==> config.mk <==
export PLATFORM = sky130hd
export DESIGN_NAME = pwm_level_servo
export DESIGN_NICKNAME = d
export VERILOG_FILES = /design/src/rtl/lvlservo_pkg.sv /design/src/rtl/lvlservo_sync.sv /design/src/rtl/lvlservo_tick.sv /design/src/rtl/lvlservo_step.sv /design/src/rtl/lvlservo_pwm.sv /design/src/rtl/pwm_level_servo.sv
export SDC_FILE = /design/constraint.sdc
export NUM_CORES = 1
export LEC_CHECK = 0
export BUFFER_PORTS_ARGS = -buffer_cell sky130_fd_sc_hd__buf_2
export CORE_UTILIZATION = 42
export DETAILED_ROUTE_END_ITERATION = 8
export PLACE_DENSITY = 0.63
export SETUP_SLACK_MARGIN = 0.2
export SLEW_MARGIN = 30
export SYNTH_ARGS = -nofsm -noshare
export SYNTH_HDL_FRONTEND = slang
export SYNTH_HIERARCHICAL = 1
export SYNTH_SLANG_ARGS = --single-unit
==> constraint.sdc <==
create_clock -name clk -period 4.6 [get_ports clk]
set_input_delay 0.69 -clock clk [delete_from_list [all_inputs] [get_ports clk]]
set_output_delay 0.69 -clock clk [all_outputs]
set_load 0.005 [all_outputs]
==> src/rtl/lvlservo_pkg.sv <==
package lvlservo_pkg;

  // Remembered comparator sample from the previous regulation event.
  typedef struct packed {
    logic valid;
    logic level;
  } fb_state_t;

endpackage

==> src/rtl/lvlservo_sync.sv <==
module lvlservo_sync #(
  parameter int STAGES = 2
) (
  input  logic clk,
  input  logic rst,
  input  logic d_i,
  output logic q_o
);

  logic [STAGES-1:0] sh_q;

  generate
    for (genvar i = 0; i < STAGES; i++) begin : g_stage
      if (i == 0) begin : g_first
        always_ff @(posedge clk) begin
          if (rst) sh_q[i] <= 1'b0;
          else     sh_q[i] <= d_i;
        end
      end else begin : g_next
        always_ff @(posedge clk) begin
          if (rst) sh_q[i] <= 1'b0;
          else     sh_q[i] <= sh_q[i-1];
        end
      end
    end
  endgenerate

  assign q_o = sh_q[STAGES-1];

endmodule

==> src/rtl/lvlservo_tick.sv <==
module lvlservo_tick #(
  parameter int TICK_DIV = 1
) (
  input  logic clk,
  input  logic rst,
  input  logic tick_i,
  output logic tick_o
);

  logic tick_q;

  generate
    if (TICK_DIV <= 1) begin : g_pass
      always_ff @(posedge clk) begin
        if (rst) tick_q <= 1'b0;
        else     tick_q <= tick_i;
      end
    end else begin : g_div
      localparam int CW = $clog2(TICK_DIV);
      logic [CW-1:0] cnt_q;
      logic          last;
      assign last = (cnt_q == CW'(TICK_DIV - 1));
      always_ff @(posedge clk) begin
        if (rst) begin
          cnt_q  <= '0;
          tick_q <= 1'b0;
        end else begin
          tick_q <= tick_i && last;
          if (tick_i) cnt_q <= last ? '0 : cnt_q + CW'(1);
        end
      end
      // the strobe counter never leaves its range
      a_r9_div_range: assert property (@(posedge clk) disable iff (rst)
        cnt_q <= CW'(TICK_DIV - 1));
    end
  endgenerate

  assign tick_o = tick_q;

endmodule

==> src/rtl/lvlservo_step.sv <==
module lvlservo_step
  import lvlservo_pkg::*;
#(
  parameter int DUTY_MAX   = 1000,
  parameter int DUTY_INIT  = 750,
  parameter int STEP_INIT  = 50,
  parameter int STEP_MAX   = 100,
  parameter int FAIL_ABOVE = 95,
  parameter int DUTY_W     = $clog2(DUTY_MAX + 1)
) (
  input  logic              clk,
  input  logic              rst,
  input  logic              tick_i,
  input  logic              lvl_i,
  output logic [DUTY_W-1:0] duty_o,
  output logic              fail_o
);

  localparam int STEP_W = $clog2(STEP_MAX + 1);
  localparam int SUM_W  = DUTY_W + 1;

  fb_state_t         fb_q;
  logic [STEP_W-1:0] step_q, step_n;
  logic [DUTY_W-1:0] duty_q, duty_n;
  logic              fail_q;
  logic              toggle;
  logic [SUM_W-1:0]  step_ext, duty_ext, up_sum;

  always_comb begin
    toggle = fb_q.valid && (fb_q.level != lvl_i);
    if (toggle)                              step_n = STEP_W'(1);
    else if (step_q < STEP_W'(STEP_MAX))     step_n = step_q + STEP_W'(1);
    else                                     step_n = step_q;
    step_ext = SUM_W'(step_n);
    duty_ext = SUM_W'(duty_q);
    up_sum   = duty_ext + step_ext;
    if (lvl_i)
      duty_n = (duty_ext > step_ext) ? DUTY_W'(duty_ext - step_ext) : '0;
    else
      duty_n = (up_sum < SUM_W'(DUTY_MAX)) ? DUTY_W'(up_sum) : DUTY_W'(DUTY_MAX);
  end

  always_ff @(posedge clk) begin
    if (rst) begin
      fb_q   <= '0;
      step_q <= STEP_W'(STEP_INIT);
      duty_q <= DUTY_W'(DUTY_INIT);
      fail_q <= 1'b0;
    end else if (tick_i) begin
      fb_q.valid <= 1'b1;
      fb_q.level <= lvl_i;
      step_q     <= step_n;
      duty_q     <= duty_n;
      fail_q     <= (step_n > STEP_W'(FAIL_ABOVE));
    end
  end

  assign duty_o = duty_q;
  assign fail_o = fail_q;

  // duty stays inside the legal range
  a_r3_duty_range: assert property (@(posedge clk) disable iff (rst)
    duty_q <= DUTY_W'(DUTY_MAX));
  // step stays between 1 and its ceiling
  a_r5_step_bounds: assert property (@(posedge clk) disable iff (rst)
    (step_q >= STEP_W'(1)) && (step_q <= STEP_W'(STEP_MAX)));
  // a level change collapses the step
  a_r4_toggle_min: assert property (@(posedge clk) disable iff (rst)
    (tick_i && fb_q.valid && (fb_q.level != lvl_i)) |=> (step_q == STEP_W'(1)));
  // first event after reset only grows the step
  a_r6_first_grow: assert property (@(posedge clk) disable iff (rst)
    (tick_i && !fb_q.valid && (step_q < STEP_W'(STEP_MAX)))
      |=> (step_q == $past(step_q) + STEP_W'(1)));
  // nothing moves between regulation events
  a_r10_hold: assert property (@(posedge clk) disable iff (rst)
    !tick_i |=> ($stable(step_q) && $stable(duty_q)));
  // flag follows the stored step
  a_r7_fail_track: assert property (@(posedge clk) disable iff (rst)
    fail_q == (step_q > STEP_W'(FAIL_ABOVE)));

endmodule

==> src/rtl/lvlservo_pwm.sv <==
module lvlservo_pwm #(
  parameter int PWM_BITS = 10,
  parameter int PWM_DIV  = 2,
  parameter int CMP_INIT = 750
) (
  input  logic                clk,
  input  logic                rst,
  input  logic [PWM_BITS-1:0] duty_i,
  output logic                pwm_o
);

  logic                adv;
  logic                wrap;
  logic [PWM_BITS-1:0] cnt_q;
  logic [PWM_BITS-1:0] cmp_q;
  logic                pwm_q;

  generate
    if (PWM_DIV <= 1) begin : g_nodiv
      assign adv = 1'b1;
    end else begin : g_div
      localparam int PW = $clog2(PWM_DIV);
      logic [PW-1:0] pre_q;
      assign adv = (pre_q == PW'(PWM_DIV - 1));
      always_ff @(posedge clk) begin
        if (rst)      pre_q <= '0;
        else if (adv) pre_q <= '0;
        else          pre_q <= pre_q + PW'(1);
      end
    end
  endgenerate

  assign wrap = adv && (cnt_q == '1);

  always_ff @(posedge clk) begin
    if (rst) begin
      cnt_q <= '0;
      cmp_q <= PWM_BITS'(CMP_INIT);
      pwm_q <= 1'b0;
    end else begin
      if (adv)  cnt_q <= cnt_q + PWM_BITS'(1);
      if (wrap) cmp_q <= duty_i;
      pwm_q <= (cnt_q < cmp_q);
    end
  end

  assign pwm_o = pwm_q;

  // compare value changes only at the period boundary
  a_r8_load_boundary: assert property (@(posedge clk) disable iff (rst)
    !wrap |=> $stable(cmp_q));

endmodule

==> src/rtl/pwm_level_servo.sv <==
module pwm_level_servo #(
  parameter int DUTY_MAX    = 1000,
  parameter int DUTY_INIT   = 750,
  parameter int STEP_INIT   = 50,
  parameter int STEP_MAX    = 100,
  parameter int FAIL_ABOVE  = 95,
  parameter int PWM_BITS    = 10,
  parameter int PWM_DIV     = 2,
  parameter int TICK_DIV    = 1,
  parameter int SYNC_STAGES = 2
) (
  input  logic clk,
  input  logic rst,
  input  logic tick_i,
  input  logic cmp_i,
  output logic pwm_o,
  output logic fail_o
);

  localparam int DUTY_W = $clog2(DUTY_MAX + 1);

  logic              lvl_s;
  logic              reg_tick;
  logic [DUTY_W-1:0] duty;

  lvlservo_sync #(.STAGES(SYNC_STAGES)) u_sync (
    .clk (clk), .rst (rst), .d_i (cmp_i), .q_o (lvl_s)
  );

  lvlservo_tick #(.TICK_DIV(TICK_DIV)) u_tick (
    .clk (clk), .rst (rst), .tick_i (tick_i), .tick_o (reg_tick)
  );

  lvlservo_step #(
    .DUTY_MAX (DUTY_MAX), .DUTY_INIT (DUTY_INIT), .STEP_INIT (STEP_INIT),
    .STEP_MAX (STEP_MAX), .FAIL_ABOVE (FAIL_ABOVE), .DUTY_W (DUTY_W)
  ) u_step (
    .clk (clk), .rst (rst), .tick_i (reg_tick), .lvl_i (lvl_s),
    .duty_o (duty), .fail_o (fail_o)
  );

  lvlservo_pwm #(
    .PWM_BITS (PWM_BITS), .PWM_DIV (PWM_DIV), .CMP_INIT (DUTY_INIT)
  ) u_pwm (
    .clk (clk), .rst (rst), .duty_i (PWM_BITS'(duty)), .pwm_o (pwm_o)
  );

endmodule

==> impl_metrics.csv <==
group,metric,value,unit
run_status,status,"finished clean",
clock_network,post_cts.repair.setup_buffers,0,
synth,synthSimpleGateAreaFrac,0.222,
setup_path,path_max_fanout,10,
setup_path,start_kind,"flip-flop",
routing,viasPerCell,5.60,
routing,drtIter0Drc,156,
setup_path,crit_arrival,3.84,ns
synth,yosys_warnings,6,
setup_path,critPathKind,"reg2reg",
setup_path,cp.required,4.78,ns
synth,synth_compound_area_frac,0.219,
min_path,hold_depth,1,
sta,setup_violations,0,
min_path,hold_start,"u_sync/sh_q[0]$_SDFF_PP0_",
clock_network,cts_buffers,5,
cells_and_area,final_cell_mix,"nor2_1 (48), dfxtp_1 (45), ha_1 (26)",
synth,yosys-mux-area-fraction,0.0291,
synth,synthCells,359,
clock_network,cts_tree,"done",
sta,rsz0062_at_grt,"false",
pwr,power_density,324,mW/mm^2
place,place_ws,0.936,ns
clock_network,clk_pin_slew_worst_paths,0.10,ns
floorplan,core,0.00729,mm^2
sta,relSlewSlack,0.551,
clock_network,cts_max_level,2,
clock_network,cts_root_buf,"clkbuf_8",
clock_network,clockBufferDepth,2,
sta,finalCritPeriodShare,0.796,
synth,synth_xor_area_frac,0.0693,
cells_and_area,nNetsFinal,388,
global_routing,globalRoute.totalOverflow,0,
cells_and_area,fillCellCount,758,
routing,routedWlPerCell,14.6,um
sta,timing.fmax,0.273,GHz
setup_path,r2r_slack,0.94,ns
global_routing,grt_pass1_vias,2424,
job,drv_cap,0,
clock_network,holdBufCountCts,0,
cells_and_area,syn2layout_area_growth,4.69,%
setup_path,endpoint_kind,"flip-flop",
floorplan,start_util,0.436,
synth,yosysUniqueCellTypes,80,
place,place.gp.congestion,0.839,
setup_path,crit_path_cell_trace,"o311ai_1 > a21oi_1 > a311oi_1 > inv_1 > ha_1 > and4_1 > a41oi_1 > nor4_1 > nor3_2 > a221oi_1 > o211ai_1",
floorplan,io_pins,6,
setup_path,worstReg2RegStart,"u_step/step_q[2]$_SDFFE_PP0P_",
setup_path,r2r-end,"u_step/duty_o[2]$_SDFFE_PP1P_",
synth,syn-num-nets,391,
global_routing,grtUsageTotal,0.184,
sta,worst_slack,0.939,ns
sta,timing.final.hold_violations,0,
routing,ant_nets,0,
global_routing,grt_max_degree,55,
sta,layout_min_cycle_time,3.66,ns
cells_and_area,num_antenna_cells,0,
floorplan,rows,31,
routing,wl,6.68,mm
global_routing,grt_pass1_wl,11.2,mm
synth,synth-edff-count,0,
synth,synthFlopType,"dfxtp_1",
cells_and_area,fin_util,0.456,
floorplan,dieArea,0.00792,mm^2
floorplan,die_x,89.0,um
min_path,holdPathEnd,"u_sync/q_o$_SDFF_PP0_",
cells_and_area,drive_gt1_frac,0.120,
synth,synth_area,0.00318,mm^2
synth,synthArstFlopShare,0,
place,port_buffers,5,
synth,synth_top_family_by_area,"simple AND/OR/NAND/NOR gates",
routing,drc,0,
cells_and_area,final_common_cell,"nor2_1",
sta,fin_skew,0.00918,ns
setup_path,reg2reg_depth,11,
synth,synth-adder-area-share,0.115,
place,dp_hpwl,5.00,mm
global_routing,antenna_found_initial,0,
synth,synth_area_per_cell,8.85,um^2
clock_network,post_cts_resized,0,
clock_network,clkSinkCount,45,
pwr,power,1.08,mW
sta,slew_violations,0,
setup_path,max_stage_delay,0.52,ns
synth,ys_ff_latch,45,
setup_path,crit_slowest_cell,"o311ai_1",
pwr,irDropWorstVdd,0.138,mV
clock_network,insertion_delay,0.31,ns
min_path,hp-class,"reg2reg",
synth,yosysSeqAreaShare,0.284,
sta,worst_slew_pin_slew,0.673,ns
routing,vias,2552,
sta,worst_hold_slack,0.464,ns
sta,fin_setup_tns,0,ns
floorplan,die_y,89.0,um
pwr,p_leak,1.38,nW
routing,dr.pass1.iters,5,
[power breakdown]
group | switching, mW | leakage, nW | internal, mW
Sequential | 0.0349 | 0.368 | 0.409
Clock | 0.147 | 0.0447 | 0.110
Combinational | 0.218 | 0.963 | 0.161
Total | 0.400 | 1.38 | 0.679
[layer usage]
metal	track usage	up-vias	share of wire
li1	-	1288	-
met3	0.0452	9	0.051
met4	0.0577	0	0.012
met1	0.240	1195	0.48
met2	0.300	60	0.46
met5	0	-	0
[cell type report]
class | count | area (um^2) | share of cell area
clock buffer | 5 | 68.8 | 0.0207
clock inverter | 3 | 25.0 | 0.00752
inverter | 26 | 97.6 | 0.0293
multi-input combinational | 272 | 2080 | 0.625
sequential | 45 | 901 | 0.271
tap | 99 | 124 | 0.0372
timing repair buffer | 6 | 32.5 | 0.00978
[logic make-up after synthesis]
kind of cell    Yosys count
compound gates           85
xor+xnor                 23
fa+ha+maj                28
buf+inv                  42
flops                    45
mux                       8
simple gates            128
[cell usage after synthesis, types with 4 or more instances]
cell      number  area [um^2]
nand2_1       17         63.8
a21oi_1       22          110
mux2i_1        7         70.1
nor3_1        13         65.1
dfxtp_1       45          901
clkbuf_1       8         30.0
nand2b_1       4         25.0
ha_1          26          325
nor2_1        48          180
o21bai_1       4         30.0
a211o_1        6         52.6
buf_6          4         45.0
nand3_1        7         35.0
xor2_1         9         78.8
xnor2_1       13          114
nor3_2         4         40.0
nor2b_1        5         31.3
a211oi_1       5         37.5
inv_1         25         93.8
o211ai_1       4         30.0
[worst max-delay path by stage]
| stage | startpoint | end | slack, ns | cells after the start |
|---|---|---|---|---|
| 6_report | u_step/step_q[2]$_SDFFE_PP0P_ | u_step/duty_o[2]$_SDFFE_PP1P_ | 0.94 | 11 |
| 5_1_grt | u_step/step_q[2]$_SDFFE_PP0P_ | u_step/duty_o[2]$_SDFFE_PP1P_ | 0.60 | 11 |
| 4_1_cts | u_step/step_q[2]$_SDFFE_PP0P_ | u_step/duty_o[4]$_SDFFE_PP0P_ | 0.94 | 11 |
| 3_5_place_dp | u_step/step_q[2]$_SDFFE_PP0P_ | u_step/duty_o[2]$_SDFFE_PP1P_ | 0.94 | 11 |
| 3_3_place_gp | u_step/step_q[2]$_SDFFE_PP0P_ | u_step/duty_o[4]$_SDFFE_PP0P_ | 1.02 | 11 |
| 2_1_floorplan | u_sync/q_o$_SDFF_PP0_ | u_step/duty_o[4]$_SDFFE_PP0P_ | 1.29 | 14 |
[registers in the layout (all words and copies together) (netlist names), 2 cells and up]
| name | flops |
|---|---|
| u_step/step_q | 7 |
| u_pwm/cnt_q | 10 |
| u_step/duty_o | 10 |
| u_step/fb_q | 2 |
| u_pwm/cmp_q | 10 |
[stage by stage]
| step | std cells | cell area, um^2 |
|---|---|---|
| after floorplan | 359 | 3180 |
| after global placement | 448 | 3230 |
| after detailed placement | 448 | 3230 |
| after CTS | 456 | 3330 |
| after global routing | 456 | 3330 |
| final | 456 | 3330 |
[critical path: cells and delay by family (launching register included)]
family,cells,cell delay [ns]
and+or+nand+nor,3,0.88
AOI/OAI and AO/OA,6,1.67
adders and majority gates,1,0.52
DFF,1,0.37
buffers and inverters,1,0.08
Note: power is estimated with default switching activity, not from simulation.
